===== config.mk =====
export PLATFORM = sky130hd
export DESIGN_NAME = spi_autopol_slave
export DESIGN_NICKNAME = d
export VERILOG_FILES = /design/src/rtl/spi_ap_pkg.sv /design/src/rtl/spi_ap_sync.sv /design/src/rtl/spi_ap_edge.sv /design/src/rtl/spi_ap_ctrl.sv /design/src/rtl/spi_ap_tx.sv /design/src/rtl/spi_autopol_slave.sv
export SDC_FILE = /design/constraint.sdc
export NUM_CORES = 1
export LEC_CHECK = 0
export BUFFER_PORTS_ARGS = -buffer_cell sky130_fd_sc_hd__buf_2
export CORE_MARGIN = 8
export CORE_UTILIZATION = 32
export DETAILED_ROUTE_END_ITERATION = 16
export PLACE_DENSITY = 0.59
export SYNTH_ARGS = -nofsm -noshare
export SYNTH_HDL_FRONTEND = slang
export SYNTH_SLANG_ARGS = --single-unit
export TNS_END_PERCENT = 30

===== constraint.sdc =====
create_clock -name clk -period 3.72 [get_ports clk]
set_input_delay 0.744 -clock clk [delete_from_list [all_inputs] [get_ports clk]]
set_output_delay 0.744 -clock clk [all_outputs]
set_load 0.005 [all_outputs]

===== src/rtl/spi_ap_pkg.sv =====
// Shared types for the serial slave port.
// Assumes: nothing beyond SystemVerilog 2017.
package spi_ap_pkg;

    // Frame phase: command byte, write data, read data.
    typedef enum logic [1:0] {
        PH_CMD   = 2'd0,
        PH_WRITE = 2'd1,
        PH_READ  = 2'd2
    } phase_t;

endpackage


===== src/rtl/spi_ap_sync.sv =====
// Two-stage synchroniser for a vector of independent asynchronous bits.
// Assumes: each bit is a level that may be sampled late by two clocks.
module spi_ap_sync #(
    parameter int W = 3
) (
    input  logic         clk,
    input  logic         rst_n,
    input  logic [W-1:0] d_async,
    output logic [W-1:0] d_sync
);

    logic [W-1:0] stage1;
    logic [W-1:0] stage2;

    for (genvar i = 0; i < W; i++) begin : g_bit
        // Two flip-flops per bit against metastability.
        always_ff @(posedge clk) begin
            if (!rst_n) begin
                stage1[i] <= 1'b0;
                stage2[i] <= 1'b0;
            end else begin
                stage1[i] <= d_async[i];
                stage2[i] <= stage1[i];
            end
        end
    end

    assign d_sync = stage2;

endmodule


===== src/rtl/spi_ap_edge.sv =====
// Frame and clock edge detector. It finds chip-enable start and stop,
// holds the serial clock rest level taken at frame start, and classifies
// serial clock transitions as leaving (shift) or returning (strobe) edges.
// Assumes: inputs are already synchronised to clk.
module spi_ap_edge (
    input  logic clk,
    input  logic rst_n,
    input  logic ce_s,
    input  logic sclk_s,
    output logic frame_start,
    output logic frame_stop,
    output logic lead_edge,
    output logic trail_edge,
    output logic rest_pol
);

    logic ce_q;
    logic sclk_q;
    logic active;
    logic changed;

    // Delayed copies for edge detection.
    always_ff @(posedge clk) begin
        if (!rst_n) begin
            ce_q   <= 1'b0;
            sclk_q <= 1'b0;
        end else begin
            ce_q   <= ce_s;
            sclk_q <= sclk_s;
        end
    end

    // Capture the clock rest level when a frame begins.
    always_ff @(posedge clk) begin
        if (!rst_n) begin
            rest_pol <= 1'b0;
        end else if (frame_start) begin
            rest_pol <= sclk_s;
        end
    end

    // Classify edges only inside an established frame.
    always_comb begin
        frame_start = ce_s & ~ce_q;
        frame_stop  = ~ce_s & ce_q;
        active      = ce_s & ce_q;
        changed     = sclk_s ^ sclk_q;
        lead_edge   = active & changed & (sclk_s != rest_pol);
        trail_edge  = active & changed & (sclk_s == rest_pol);
    end

endmodule


===== src/rtl/spi_ap_ctrl.sv =====
// Byte assembler and frame sequencer. It shifts in bits on strobe edges,
// decodes the command byte, issues register write and read strobes, and
// steps the address after every data byte.
// Assumes: strobe edges are at least a few clk cycles apart.
module spi_ap_ctrl
    import spi_ap_pkg::*;
#(
    parameter int DATA_W = 8,
    localparam int ADDR_W = DATA_W - 1,
    localparam int CNT_W  = $clog2(DATA_W)
) (
    input  logic              clk,
    input  logic              rst_n,
    input  logic              frame_stop,
    input  logic              trail_edge,
    input  logic              bit_in,
    output logic [ADDR_W-1:0] reg_addr,
    output logic              reg_wr,
    output logic [DATA_W-1:0] reg_wdata,
    output logic              reg_rd,
    output logic              in_read
);

    localparam logic [CNT_W-1:0] LAST_BIT = CNT_W'(DATA_W - 1);

    phase_t            phase;
    logic [DATA_W-1:0] rx_sh;
    logic [DATA_W-1:0] rx_next;
    logic [CNT_W-1:0]  bit_cnt;
    logic              byte_done;

    // Next shift value and byte completion on a strobe edge.
    always_comb begin
        rx_next   = {rx_sh[DATA_W-2:0], bit_in};
        byte_done = trail_edge && (bit_cnt == LAST_BIT);
        in_read   = (phase == PH_READ);
    end

    // Bit counter and shift register; frame stop drops the partial byte.
    always_ff @(posedge clk) begin
        if (!rst_n) begin
            rx_sh   <= '0;
            bit_cnt <= '0;
        end else if (frame_stop) begin
            rx_sh   <= '0;
            bit_cnt <= '0;
        end else if (trail_edge) begin
            rx_sh   <= rx_next;
            bit_cnt <= bit_cnt + 1'b1;
        end
    end

    // Phase sequencing, address stepping and register strobes.
    always_ff @(posedge clk) begin
        if (!rst_n) begin
            phase     <= PH_CMD;
            reg_addr  <= '0;
            reg_wr    <= 1'b0;
            reg_rd    <= 1'b0;
            reg_wdata <= '0;
        end else begin
            reg_wr <= 1'b0;
            reg_rd <= 1'b0;
            if (reg_wr) begin
                reg_addr <= reg_addr + 1'b1;
            end
            if (frame_stop) begin
                phase <= PH_CMD;
            end else if (byte_done) begin
                unique case (phase)
                    PH_CMD: begin
                        reg_addr <= rx_next[ADDR_W-1:0];
                        if (rx_next[DATA_W-1]) begin
                            phase <= PH_WRITE;
                        end else begin
                            phase  <= PH_READ;
                            reg_rd <= 1'b1;
                        end
                    end
                    PH_WRITE: begin
                        reg_wr    <= 1'b1;
                        reg_wdata <= rx_next;
                    end
                    PH_READ: begin
                        reg_addr <= reg_addr + 1'b1;
                        reg_rd   <= 1'b1;
                    end
                    default: phase <= PH_CMD;
                endcase
            end
        end
    end

endmodule


===== src/rtl/spi_ap_tx.sv =====
// Output shifter. It loads a fetched byte, presents the next bit on each
// leaving edge during read data, and owns the tri-state enable.
// Assumes: the load arrives before the first leaving edge of its byte.
module spi_ap_tx #(
    parameter int DATA_W = 8
) (
    input  logic              clk,
    input  logic              rst_n,
    input  logic              frame_stop,
    input  logic              load,
    input  logic [DATA_W-1:0] load_data,
    input  logic              lead_edge,
    input  logic              in_read,
    output logic              dout,
    output logic              dout_oe
);

    logic [DATA_W-1:0] tx_sh;

    // Shift register load and shift on leaving edges.
    always_ff @(posedge clk) begin
        if (!rst_n) begin
            tx_sh <= '0;
        end else if (load) begin
            tx_sh <= load_data;
        end else if (lead_edge && in_read) begin
            tx_sh <= {tx_sh[DATA_W-2:0], 1'b0};
        end
    end

    // Output bit and enable; released when the frame ends.
    always_ff @(posedge clk) begin
        if (!rst_n) begin
            dout    <= 1'b0;
            dout_oe <= 1'b0;
        end else if (frame_stop) begin
            dout    <= 1'b0;
            dout_oe <= 1'b0;
        end else if (lead_edge && in_read) begin
            dout    <= tx_sh[DATA_W-1];
            dout_oe <= 1'b1;
        end
    end

endmodule


===== src/rtl/spi_autopol_slave.sv =====
// Serial slave port with clock rest-level detection, a command/data byte
// protocol and a register bank handshake. The separate-line or 3-wire pin
// layout is chosen by spi_mode.
// Assumes: clk is several times faster than sclk; spi_mode is static.
module spi_autopol_slave #(
    parameter int DATA_W = 8,
    localparam int ADDR_W = DATA_W - 1
) (
    input  logic              clk,
    input  logic              rst_n,
    input  logic              ce,
    input  logic              sclk,
    input  logic              sdi,
    input  logic              sio_i,
    input  logic              spi_mode,
    output logic              dout,
    output logic              dout_oe,
    output logic [ADDR_W-1:0] reg_addr,
    output logic              reg_wr,
    output logic [DATA_W-1:0] reg_wdata,
    output logic              reg_rd,
    input  logic [DATA_W-1:0] reg_rdata
);

    logic       din_raw;
    logic [2:0] sync_out;
    logic       ce_s;
    logic       sclk_s;
    logic       din_s;
    logic       frame_start;
    logic       frame_stop;
    logic       lead_edge;
    logic       trail_edge;
    logic       rest_pol;
    logic       in_read;
    logic       rd_q;

    // Pick the input line for the selected pin layout.
    always_comb begin
        din_raw = spi_mode ? sdi : sio_i;
        ce_s    = sync_out[2];
        sclk_s  = sync_out[1];
        din_s   = sync_out[0];
    end

    spi_ap_sync #(.W(3)) u_sync (
        .clk     (clk),
        .rst_n   (rst_n),
        .d_async ({ce, sclk, din_raw}),
        .d_sync  (sync_out)
    );

    spi_ap_edge u_edge (
        .clk         (clk),
        .rst_n       (rst_n),
        .ce_s        (ce_s),
        .sclk_s      (sclk_s),
        .frame_start (frame_start),
        .frame_stop  (frame_stop),
        .lead_edge   (lead_edge),
        .trail_edge  (trail_edge),
        .rest_pol    (rest_pol)
    );

    spi_ap_ctrl #(.DATA_W(DATA_W)) u_ctrl (
        .clk        (clk),
        .rst_n      (rst_n),
        .frame_stop (frame_stop),
        .trail_edge (trail_edge),
        .bit_in     (din_s),
        .reg_addr   (reg_addr),
        .reg_wr     (reg_wr),
        .reg_wdata  (reg_wdata),
        .reg_rd     (reg_rd),
        .in_read    (in_read)
    );

    // Read data is valid one cycle after the request.
    always_ff @(posedge clk) begin
        if (!rst_n) begin
            rd_q <= 1'b0;
        end else begin
            rd_q <= reg_rd;
        end
    end

    spi_ap_tx #(.DATA_W(DATA_W)) u_tx (
        .clk        (clk),
        .rst_n      (rst_n),
        .frame_stop (frame_stop),
        .load       (rd_q),
        .load_data  (reg_rdata),
        .lead_edge  (lead_edge),
        .in_read    (in_read),
        .dout       (dout),
        .dout_oe    (dout_oe)
    );

endmodule


==> metrics.yaml, run 1 <==
holdPathStages: 1
skew_ps: 5.66
cts-resized-gates: 0
nFillCells: 673
fmax_mhz: 443
track_usage_pct: 9.86
hold_slack_ps: 439
cap_violations: 0
p_sw_uw: 193
async_flop_share_pct: 0
cts_hold_buf: 0
chipHeight_um: 97.6
synth_edf_count: 0
p_leak_uw: 0.000888
cts_tree: "done"
hold_path_class: "flop to flop"
path_class: "flop to flop"
start_util_pct: 33.3
fin_tns_setup_ps: 0
io_pins: 34
synth_seq_cells: 49
layout.nets: 282
cts_buffer_depth: 2
tightest_slew_ps: 1150
drt-pass1-iter-count: 6
clock_latency_ps: 300
avgRoutedWirePerCell_um: 13.8
ys_types: 33
grt_pass1_vias: 1672
drt_iter0_markers: 33
gp_congestion: 0.799
cts_inserted_buffers: 5
htreeDepth: 2
cp.required_ps: 3890
die_area_um2: 9520
status: "completed"
syn_nets: 254
synth_area_per_cell_um2: 9.14
ant_nets: 0
netlist_top_cells_area: "dfxtp_1 (46%), mux2i_1 (9.4%), o21ai_0 (5.2%)"
yosysWarningCount: 0
period_needed_ps: 2260
postCtsSetupRepairBufs: 0
routed_wl_mm: 4.67
arrival_ps: 2430
clock-sinks: 49
post-dp-hpwl_mm: 3.32
overflow: 0
drive_gt1_share_pct: 17.6
dominantRegCellSynth: "dfxtp_1"
routed_via_density: 4.95
holdPathEnd: "u_sync.d_sync[1]"
cts.clk_slew.worst_paths_ps: 90
row_count: 29
slew_violations: 0
grt_pass1_wl_mm: 7.82
pwr-share-comb_pct: 2.7
synth.largest_area_cell: "dfxtp_1"
p_int_uw: 758
p_sw_share_pct: 20.3
antenna_cells: 0
setup_viol_count_final: 0
r2r_setup_slack_ps: 1460
grt_max_degree: 36
syn_area_um2: 2130
reg2reg_depth: 6
fp.coreArea_um2: 6390
rsz0062_at_grt: "no"
antenna_found_initial: 0
pwr-share-clk_pct: 41.4
holdCritStartpoint: "u_sync.stage1[1]"
portBuffers: 33
synth_top_area_share_pct: 46.1
drc: 0
slew-limit-headroom_pct: 22.8
hold_viol: 0
critPathLaunchType: "flop"
seqPwrFrac_pct: 55.9
crit-reg2reg-capture: "u_tx.dout"
cts_root_buf: "clkbuf_8"
timing.rr.start: "u_ctrl.phase[0]"
syn_inst: 233
area_growth_pct: 15.2
crit_fanout: 10
pwr_density_cell_nw_per_um2: 388
synth_seq_area_share_pct: 46.1
die_width_um: 97.6
ir_drop_v: 0.000251
worstSetupEndpointType: "flop"
via_count: 1679
fin_crit_sh_pct: 60.7
==> power groups by stage <==
stage               registers (uW)  logic (uW)  clock network, uW
floorplan                      542        14.8                  0
global placement               543        26.3                  0
detailed placement             543        26.3                  0
CTS                            531        26.3                408
global route                   532        29.2                427
finish                         531        25.7                394
==> cell usage after synthesis (5+ instances only) <==
master / number
o22ai_1: 5
nand2_1: 15
mux2i_1: 20
dfxtp_1: 49
nand3_1: 16
a21oi_1: 10
o21ai_0: 22
xnor2_1: 7
ha_1: 6
nor2_1: 23
inv_1: 7
clkbuf_1: 11
and2_1: 8
==> cells by family after synthesis <==
| kind of cell | Yosys count | synth area share (%) |
|---|---|---|
| simple gates | 76 | 17.5 |
| compound gates | 50 | 14.4 |
| flops | 49 | 46.1 |
| buf+inv | 21 | 4.47 |
| mux | 21 | 9.93 |
| xor+xnor | 10 | 4.11 |
| fa+ha+maj | 6 | 3.53 |
==> per-stage QoR <==
| step | instance area (um^2) | worst slack, ps | cells | utilization [%] | power, uW |
|---|---|---|---|---|---|
| finish | 2450 | 1460 | 339 | 38.4 | 951 |
| global route | 2450 | 1240 | 339 | 38.4 | 988 |
| detailed placement | 2340 | 1460 | 331 | 36.6 | 570 |
| floorplan | 2130 | 2050 | 233 | - | 557 |
| global placement | 2340 | 1510 | 331 | 36.6 | 570 |
| CTS | 2450 | 1440 | 339 | 38.4 | 966 |
==> worst max-delay path by stage <==
stage	slack (ps)	endpoint	startpoint
CTS	1440	u_tx.dout	u_ctrl.phase[0]
global placement	1510	u_tx.dout	u_ctrl.phase[0]
floorplan	2050	u_tx.tx_sh[1]	u_ctrl.phase[0]
global route	1240	u_tx.tx_sh[1]	u_ctrl.phase[0]
finish	1460	u_tx.dout	u_ctrl.phase[0]
detailed placement	1460	u_tx.tx_sh[7]	u_ctrl.phase[0]
==> area by class of cell <==
| class | instances | area, um^2 | share of cell area [%] |
|---|---|---|---|
| clock buffer | 7 | 86.3 | 3.52 |
| tap | 77 | 96.3 | 3.93 |
| clock inverter | 1 | 30.0 | 1.22 |
| sequential | 49 | 981 | 40.0 |
| inverter | 7 | 26.3 | 1.07 |
| timing repair buffer | 35 | 180 | 7.34 |
| multi-input combinational | 163 | 1050 | 42.9 |
==> critical path: stages, from the launching register on <==
cell      delay [ps]
dfxtp_1          320
inv_1             90
ha_1             360
inv_1            180
a211oi_2         820
mux2i_1          290
nor2_1            50
==> flip-flops by register name, summed over array words and instances (netlist names) <==
register and count:
u_ctrl.reg_addr 7, u_ctrl.bit_cnt 3, u_sync.d_sync 3, u_ctrl.reg_wr 1, u_ctrl.reg_rd 1, u_tx.tx_sh 8
u_sync.stage1 3, rd_q 1, u_tx.dout_oe 1, u_ctrl.rx_sh 7, u_ctrl.phase 2, u_edge.sclk_q 1
u_ctrl.reg_wdata 8, u_tx.dout 1, u_edge.ce_q 1, u_edge.rest_pol 1
==> layout by cell type (no fill, tap or decap), drive strengths merged, types with 2 or more instances in the layout <==
master	netlist	final
nand3	16	16
dfxtp	49	49
nor2	23	23
a21oi	11	11
a311oi	2	2
a32o	2	2
or3b	2	2
nand3b	3	3
ha	6	6
buf	3	35
a211oi	2	2
clkbuf	11	7
nand4	3	3
nand2	15	15
and2	8	8
inv	7	7
a22oi	3	3
o21ai	22	22
nor4	2	2
xnor2	7	7
mux2i	20	20
xor2	3	3
o22ai	5	5
==> per-layer routing <==
| metal | up-vias | track usage, % | part of all wire, % |
|---|---|---|---|
| met5 | - | 0 | 0 |
| met2 | 32 | 16.1 | 46 |
| met1 | 769 | 11.6 | 48 |
| met4 | 0 | 3.85 | 1.2 |
| li1 | 872 | - | - |
| met3 | 6 | 3.20 | 5.0 |
Power figures use the tool's default switching activity.
==> run 2: changes to the inputs <==
- clock period: 3.72 -> 2.35 ns (I/O delays scaled with it)
==> metrics.yaml, run 2 (synthesis gave the netlist of run 1 again) <==
status: "completed"
crit_fanout: 17
rsz0062_at_grt: "no"
cts_hold_buf: 0
timing.rr.start: "u_edge.sclk_q"
slew-limit-headroom_pct: 20.2
die_area_um2: 9520
die_width_um: 97.6
pwr_density_cell_nw_per_um2: 612
clock_latency_ps: 300
period_needed_ps: 1960
cts_inserted_buffers: 5
worstSetupEndpointType: "flop"
drive_gt1_share_pct: 18.9
skew_ps: 6.76
cts.clk_slew.worst_paths_ps: 90
final_cell_mix: "dfxtp_1 (49), buf_2 (33), nor2_1 (23), o21ai_0 (22), mux2i_1 (20)"
fin_crit_sh_pct: 83.4
post-dp-hpwl_mm: 3.42
ant_nets: 0
nFillCells: 681
worst-path-buf-inv: 0
cp_top_family: "compound AO/OA/AOI/OAI gates"
cts_root_buf: "clkbuf_8"
grt_max_degree: 22
fin_tns_setup_ps: 0
multiInputGateArea_um2: 1050
layout.nets: 285
hold_viol: 0
setup_viol_count_final: 0
arrival_ps: 2100
portBuffers: 33
largest_registers: "u_ctrl.reg_wdata x8, u_tx.tx_sh x8"
ir_drop_v: 0.000292
hold_path_class: "input pin to flop"
routed_wl_mm: 4.76
fmax_mhz: 510
slowest_delay_ps: 940
chipHeight_um: 97.6
cts_buffer_depth: 2
total_power_uw: 1520
critPathLaunchType: "flop"
grt_pass1_wl_mm: 7.87
area_growth_pct: 16.5
row_count: 29
gp_congestion: 0.751
avgRoutedWirePerCell_um: 13.9
p_leak_uw: 0.000902
slew_violations: 0
start_util_pct: 33.3
tightest_slew_ps: 1190
postCtsSetupRepairBufs: 0
track_usage_pct: 9.94
drt_iter0_markers: 68
antenna_cells: 0
drc: 0
overflow: 0
critPathLaunch: "u_edge.sclk_q"
drt-pass1-iter-count: 4
routed_via_density: 5.06
clock-sinks: 49
cts_tree: "done"
fp.coreArea_um2: 6390
final_common_cell: "dfxtp_1"
cts-resized-gates: 0
htreeDepth: 2
path_class: "flop to flop"
via_count: 1731
seq_area_um2: 981
cap_violations: 0
io_pins: 34
grt_pass1_vias: 1696
holdCritStartpoint: "sclk"
crit_slowest_cell: "o211ai_1"
crit_chain: "and3b_1, o211ai_1, o21ai_0"
cp.required_ps: 2490
antenna_found_initial: 0
==> run 2: worst paths after layout <==
kind / slack [ps] / cells after the start / to
hold / removal: 370 / 2 / u_sync.stage1[1]
setup / recovery: 390 / 3 / u_ctrl.reg_wdata[4]
setup reg to reg: 390 / 3 / u_ctrl.reg_wdata[4]
hold reg to reg: 440 / 1 / u_sync.d_sync[0]
==> run 2: metrics by stage <==
stage	hold slack (ps)	utilization [%]	std cells	setup slack, ps	cell area, um^2
final	371	38.8	342	389	2480
after global placement	418	37.0	334	459	2360
after global routing	366	38.8	342	253	2480
after detailed placement	423	37.0	334	420	2360
after CTS	364	38.8	342	388	2480
after floorplan	412	-	233	682	2130
==> run 2: cell type report <==
| cell class | instances | share of cell area [%] |
|---|---|---|
| clock buffers | 6 | 3.33 |
| clock inverters | 2 | 1.51 |
| repair buffers | 38 | 8.17 |
| well taps | 77 | 3.88 |
| inverters | 7 | 1.06 |
| flip-flops and latches | 49 | 39.6 |
| multi-input cells | 163 | 42.5 |
==> run 2: where the power goes <==
part	switching [uW]	internal [uW]	leakage, uW
registers	5.08	836	0.000396
logic	24.9	19.0	0.000449
clock network	288	346	0.0000574
total	318	1200	0.000902
==> run 2: layer usage <==
layer	part of all wire [%]	up-vias	routed length (um)	track usage [%]
li1	-	876	-	-
met1	46	803	2210	11.2
met2	47	43	2230	16.2
met3	4.7	9	226	3.41
met4	2.1	0	98	4.90
met5	0	-	0	0
